## config.mk

```make
export PLATFORM = sky130hd
export DESIGN_NAME = irq_aggregator
export DESIGN_NICKNAME = d
export VERILOG_FILES = /design/src/rtl/irq_agg_pkg.sv /design/src/rtl/irq_sync.sv /design/src/rtl/irq_edge_det.sv /design/src/rtl/irq_rollover_det.sv /design/src/rtl/irq_change_det.sv /design/src/rtl/irq_aggregator.sv
export SDC_FILE = /design/constraint.sdc
export NUM_CORES = 1
export LEC_CHECK = 0
export ABC_AREA = 0
export BUFFER_PORTS_ARGS = -buffer_cell sky130_fd_sc_hd__buf_2
export CORE_MARGIN = 4
export CORE_UTILIZATION = 49
export DETAILED_ROUTE_END_ITERATION = 16
export PLACE_DENSITY = 0.79
export SLEW_MARGIN = 0
export SYNTH_ARGS = -nofsm -noshare
export SYNTH_HDL_FRONTEND = slang
export SYNTH_SLANG_ARGS = --single-unit
```

## constraint.sdc

```tcl
create_clock -name clk -period 1.6 [get_ports clk]
set_clock_uncertainty 0.15 [all_clocks]
set_input_delay 0.24 -clock clk [delete_from_list [all_inputs] [get_ports clk]]
set_output_delay 0.24 -clock clk [all_outputs]
set_load 0.05 [all_outputs]
```

## src/rtl/irq_agg_pkg.sv

```systemverilog
package irq_agg_pkg;
   localparam int BUS_W    = 8;
   localparam int OPT_EDGE = 6;

   typedef enum logic [1:0] {
      REG_CTL  = 2'd0,
      REG_OPT  = 2'd1,
      REG_MASK = 2'd2,
      REG_PORT = 2'd3
   } reg_sel_e;

   // bit 7 down to bit 0
   typedef struct packed {
      logic glb_en;
      logic per_en;
      logic tmr_en;
      logic ext_en;
      logic chg_en;
      logic tmr_f;
      logic ext_f;
      logic chg_f;
   } ctl_t;
endpackage

```

## src/rtl/irq_sync.sv

```systemverilog
module irq_sync #(
   parameter int W      = 1,
   parameter int STAGES = 2
) (
   input  logic         clk,
   input  logic         rst_n,
   input  logic [W-1:0] d,
   output logic [W-1:0] q
);
   logic [W-1:0] stage [STAGES];

   always_ff @(posedge clk or negedge rst_n) begin
      if (!rst_n) begin
         for (int i = 0; i < STAGES; i++) stage[i] <= '0;
      end else begin
         stage[0] <= d;
         for (int i = 1; i < STAGES; i++) stage[i] <= stage[i-1];
      end
   end

   assign q = stage[STAGES-1];
endmodule

```

## src/rtl/irq_edge_det.sv

```systemverilog
module irq_edge_det (
   input  logic clk,
   input  logic rst_n,
   input  logic level,
   input  logic rise_sel,
   output logic hit
);
   logic prev_q;

   always_ff @(posedge clk or negedge rst_n) begin
      if (!rst_n) prev_q <= 1'b0;
      else        prev_q <= level;
   end

   assign hit = rise_sel ? (level & ~prev_q) : (~level & prev_q);
endmodule

```

## src/rtl/irq_rollover_det.sv

```systemverilog
module irq_rollover_det #(
   parameter int W = 8
) (
   input  logic         clk,
   input  logic         rst_n,
   input  logic [W-1:0] count,
   output logic         hit
);
   logic [W-1:0] prev_q;

   always_ff @(posedge clk or negedge rst_n) begin
      if (!rst_n) prev_q <= '0;
      else        prev_q <= count;
   end

   assign hit = (prev_q == {W{1'b1}}) && (count == '0);
endmodule

```

## src/rtl/irq_change_det.sv

```systemverilog
module irq_change_det #(
   parameter int W = 6
) (
   input  logic         clk,
   input  logic         rst_n,
   input  logic [W-1:0] level,
   input  logic [W-1:0] mask,
   input  logic         snap,
   output logic         hit
);
   logic [W-1:0] held_q;

   always_ff @(posedge clk or negedge rst_n) begin
      if (!rst_n)    held_q <= '0;
      else if (snap) held_q <= level;
   end

   assign hit = ~snap & (|((level ^ held_q) & mask));
endmodule

```

## src/rtl/irq_aggregator.sv

```systemverilog
module irq_aggregator
   import irq_agg_pkg::*;
#(
   parameter int PORT_W      = 6,
   parameter int TMR_W       = 8,
   parameter int NPER        = 8,
   parameter int SYNC_STAGES = 2,
   parameter int VEC_W       = 13,
   parameter int VEC_ADDR    = 4
) (
   input  logic              clk,
   input  logic              rst_n,
   input  logic              ext_pin,
   input  logic [PORT_W-1:0] port_pins,
   input  logic [TMR_W-1:0]  tmr_count,
   input  logic [NPER-1:0]   per_flags,
   input  logic [NPER-1:0]   per_enables,
   input  logic [1:0]        bus_sel,
   input  logic              bus_wr,
   input  logic              bus_rd,
   input  logic [7:0]        bus_wdata,
   output logic [7:0]        bus_rdata,
   output logic              irq_req,
   output logic              wake_req,
   output logic              vec_take,
   output logic [VEC_W-1:0]  vec_addr
);
   localparam int SYNC_W = PORT_W + 1;

   if (PORT_W < 1 || PORT_W > BUS_W) begin : g_bad_port
      $error("PORT_W must lie in 1..8");
   end
   if (SYNC_STAGES < 2) begin : g_bad_sync
      $error("SYNC_STAGES must be at least 2");
   end
   if (TMR_W < 2) begin : g_bad_tmr
      $error("TMR_W must be at least 2");
   end
   if (NPER < 1) begin : g_bad_per
      $error("NPER must be at least 1");
   end
   if (VEC_W < 3) begin : g_bad_vec
      $error("VEC_W too small for the vector address");
   end

   ctl_t              ctl_q, ctl_d;
   logic              edge_rise_q;
   logic [PORT_W-1:0] mask_q;
   logic [SYNC_W-1:0] synced;
   logic              ext_s;
   logic [PORT_W-1:0] pins_s;
   logic              ext_hit, tmr_hit, chg_hit;
   logic              wr_ctl, wr_opt, wr_mask, rd_port;
   logic              per_req, any_src;

   assign wr_ctl  = bus_wr && (bus_sel == REG_CTL);
   assign wr_opt  = bus_wr && (bus_sel == REG_OPT);
   assign wr_mask = bus_wr && (bus_sel == REG_MASK);
   assign rd_port = bus_rd && (bus_sel == REG_PORT);

   irq_sync #(.W(SYNC_W), .STAGES(SYNC_STAGES)) u_sync (
      .clk   (clk),
      .rst_n (rst_n),
      .d     ({ext_pin, port_pins}),
      .q     (synced)
   );
   assign ext_s  = synced[PORT_W];
   assign pins_s = synced[PORT_W-1:0];

   irq_edge_det u_edge (
      .clk      (clk),
      .rst_n    (rst_n),
      .level    (ext_s),
      .rise_sel (edge_rise_q),
      .hit      (ext_hit)
   );

   irq_rollover_det #(.W(TMR_W)) u_roll (
      .clk   (clk),
      .rst_n (rst_n),
      .count (tmr_count),
      .hit   (tmr_hit)
   );

   irq_change_det #(.W(PORT_W)) u_chg (
      .clk   (clk),
      .rst_n (rst_n),
      .level (pins_s),
      .mask  (mask_q),
      .snap  (rd_port),
      .hit   (chg_hit)
   );

   // software write first, hardware set events override it
   always_comb begin
      ctl_d = ctl_q;
      if (wr_ctl) ctl_d = ctl_t'(bus_wdata);
      if (tmr_hit) ctl_d.tmr_f = 1'b1;
      if (ext_hit) ctl_d.ext_f = 1'b1;
      if (chg_hit) ctl_d.chg_f = 1'b1;
   end

   always_ff @(posedge clk or negedge rst_n) begin
      if (!rst_n) begin
         ctl_q       <= '0;
         edge_rise_q <= 1'b1;
         mask_q      <= '0;
      end else begin
         ctl_q <= ctl_d;
         if (wr_opt)  edge_rise_q <= bus_wdata[OPT_EDGE];
         if (wr_mask) mask_q      <= bus_wdata[PORT_W-1:0];
      end
   end

   always_comb begin
      bus_rdata = '0;
      unique case (bus_sel)
         REG_CTL:  bus_rdata = ctl_q;
         REG_OPT:  bus_rdata[OPT_EDGE] = edge_rise_q;
         REG_MASK: bus_rdata[PORT_W-1:0] = mask_q;
         REG_PORT: bus_rdata[PORT_W-1:0] = pins_s;
         default:  bus_rdata = '0;
      endcase
   end

   assign per_req  = ctl_q.per_en & (|(per_flags & per_enables));
   assign any_src  = (ctl_q.tmr_en & ctl_q.tmr_f)
                   | (ctl_q.ext_en & ctl_q.ext_f)
                   | (ctl_q.chg_en & ctl_q.chg_f)
                   | per_req;
   assign wake_req = any_src;
   assign irq_req  = ctl_q.glb_en & any_src;
   assign vec_take = ctl_q.glb_en & wake_req;
   assign vec_addr = VEC_W'(VEC_ADDR);
endmodule

```

==> flow_summary.ini <==
[worst_setup_path]
crit_path_end_kind = output port
r2r-start = u_sync.q[5]
critPathRequiredTime_ns = 1.21
r2r_slack_ns = 0.12
crit_chain = a22o_1, a221o_2, and2_4, buf_8
r2r_cells = 4
criticalPathCategory = register to output port
r2r_end = ctl_q[0]
arrival_ns = 1.57
startpoint_type = register
max_stage_delay_ns = 0.40
path_max_fanout = 2
worst_path_max_delay_cell = dfrtp_1

[synth]
postSynthAreaPerCell_um2 = 13.58
synthTopCellsByArea = dfrtp_1 57%, buf_4 6.7%, mux2i_1 4.7%
synth_top_family_by_area = multiplexers
synth-edff-count = 0
yosys.area.top_type_share_pct = 56.58
synth_compound_area_share_pct = 7.171
ys_ff_latch = 44
synth_cells = 140
synth_adder_area_share_pct = 0
yosys.cell_count.top_type = dfrtp_1
synth_common_cells = 43 x dfrtp_1, 17 x buf_4, 9 x mux2i_1, 9 x nand2_1, 8 x mux2_2
seq_area_frac_synth_pct = 57.96
yosysWarningCount = 0
synth_xor_xnor_area_share_pct = 2.763
synth-simple-area-share_pct = 8.158
synth_top_flop_cell = dfrtp_1
post_synth_num_cell_types = 29
ys_async_sr_fraction_pct = 100.0
synthMuxAreaShare_pct = 16.58
synth.largest_area_cell = dfrtp_1
synth_area_um2 = 1902

[global_route]
use_met2_pct = 31.19
grt_max_degree = 26
antenna_found_initial = 0
first_global_vias = 1465
grtUsageMet3_pct = 5.036
grtUsageTotal_pct = 17.11
top_usage_layer = met2
grt_pass1_wl_mm = 6.520
grt_overflow = 0
grt_util_met1_pct = 18.54

[status]
violations = setup timing
status = finished, violations left

[layout]
antenna_cells = 0
fill_cells = 250
final_nets = 272
fin_util_pct = 71.48
fin_cells = 276
drive_gt1_share_pct = 49.56
syn_to_final_growth_pct = 39.67

[power_and_ir_drop]
power.density_nw_per_um2 = 1092
p_clk_share_pct = 24.2
p_int_uw = 1997
peakVddDrop_v = 0.0007896
p_leak_uw = 0.001264
total_power_uw = 2901
pwr-share-comb_pct = 29.5
power_frac_seq_pct = 46.3
p_sw_uw = 904.5
power_switching_share_pct = 31.18

[floorplan]
initial_utilization_pct = 51.18
rows = 22
die_w_um = 70.30
die_h_um = 70.30
core_um2 = 3716
ios = 69
dieArea_um2 = 4942

[timing]
final-setup-viol-count = 5
final_max_slew_viol_count = 0
worst_slack_ns = -0.3594
hold_viol_final = 0
fin_crit_ns = 1.959
grt_setup_unrepaired = yes
fin_crit_sh_pct = 122.5
max_freq_mhz = 510.4

[clocking]
cts_root_buf = clkbuf_8
clock_sinks = 44
cts_buffers = 5
cts_tree = done
clk_path_buf_depth = 2
clk_latency_ns = 0.29
htreeDepth = 2
clk_pin_slew_ns = 0.08

[placed_design]
io_buffer_count = 55
dp_hpwl_mm = 2.864
placedCellCount = 248
gp_congestion = 0.7762

[routing]
drc = 0
detail-route-antenna-nets = 0
dr_total_vias = 1362
first_iter_violations = 64
drt-pass1-iter-count = 4
routed_wl_mm = 4.087
drt-vias-per-instance = 4.935
detail_route.wl_per_cell_um = 14.81

[run]
maxCapViolCount = 0

[hold_path]
hold_class = input pin to register
hp-start = bus_wdata[7]
whs_endpoint = ctl_q[7]
worstHoldPathCells = 2
==> stage by stage <==
stage	cell area (µm²)	hold WS [ns]	setup WS, ns	setup TNS (ns)
2_1_floorplan	1977	-0.2056	-0.2511	-0.2991
3_3_place_gp	2270	0.07394	-0.08386	-0.1675
3_5_place_dp	2270	0.08186	-0.1243	-0.2484
4_1_cts	2597	0.006490	-0.3315	-0.9279
5_1_grt	2656	0.03378	-0.3855	-1.439
6_report	2656	0.01517	-0.3594	-1.211
==> layer usage <==
metal  share of wire, %  vias to the layer above
met2                 55                       47
met4                2.1                        0
li1                   -                      642
met5                  0                        -
met3                6.1                       10
met1                 37                      663
==> cell type report <==
class	instances	area (µm²)	share of cell area, %
Timing Repair Buffer	87	630.6	23.74
Clock inverter	1	7.507	0.2826
Sequential cell	44	1102	41.50
Tap cell	48	60.06	2.261
Clock buffer	7	86.33	3.250
Multi-Input combinational cell	89	769.5	28.97
==> cell families after synthesis <==
kind of cell    Yosys count
compound gates           18
xor+xnor                  6
buf+inv                  18
flops                    44
mux                      27
other cells               2
simple gates             25
==> placed cells by master, fill, tap and decap left out, types with 3 or more instances in the layout <==
master	Yosys	routed
nand4_1	3	3
dlygate4sd3_1	0	16
a22oi_1	5	5
xor2_1	6	6
mux2i_1	9	4
dfrtp_1	43	43
buf_4	17	14
mux2i_2	0	4
mux2_1	4	4
conb_1	2	13
buf_8	0	3
mux2_4	6	6
o21ai_2	0	6
buf_2	1	46
mux2_2	8	8
nand2_1	9	9
clkbuf_8	0	6
buf_6	0	8
==> flip-flops by register name (all words and copies together) (netlist names) <==
signal	flops
ctl_q	8
u_roll.prev_q	8
u_sync.q	7
u_sync.stage	7
mask_q	6
u_chg.held_q	6
edge_rise_q	1
u_edge.prev_q	1
==> critical path, delay by kind of cell (launching register included) <==
family,cells,cell delay (ns)
buf+inv,1,0.14
simple gates,1,0.16
compound gates,2,0.57
flops,1,0.40
==> worst max path at each step <==
| stage | from | endpoint | slack, ns | depth (start not counted) |
|---|---|---|---|---|
| final | ctl_q[0] | irq_req | -0.36 | 4 |
| after global routing | ctl_q[0] | vec_take | -0.39 | 4 |
| after CTS | ctl_q[3] | irq_req | -0.33 | 4 |
| after detailed placement | per_flags[0] | irq_req | -0.12 | 6 |
| after global placement | per_flags[0] | vec_take | -0.08 | 6 |
| after floorplan | ctl_q[0] | vec_take | -0.25 | 4 |
==> repair_timing <==
action                                  in CTS  in global routing
gates resized for setup                     18                 14
pin swaps                                    2                  4
endpoints found under the hold margin       58                  0
buffers inserted                             3                  3
endpoints found under the setup margin       7                  9
hold buffers                                16                  0
==> power groups by stage <==
stage	Sequential [µW]	Clock (µW)	Combinational, µW
2_1_floorplan	1330	0	539
3_3_place_gp	1340	0	684
3_5_place_dp	1350	0	696
4_1_cts	1330	724	804
5_1_grt	1360	763	912
6_report	1340	702	857
(Power assumes the default switching activity.)
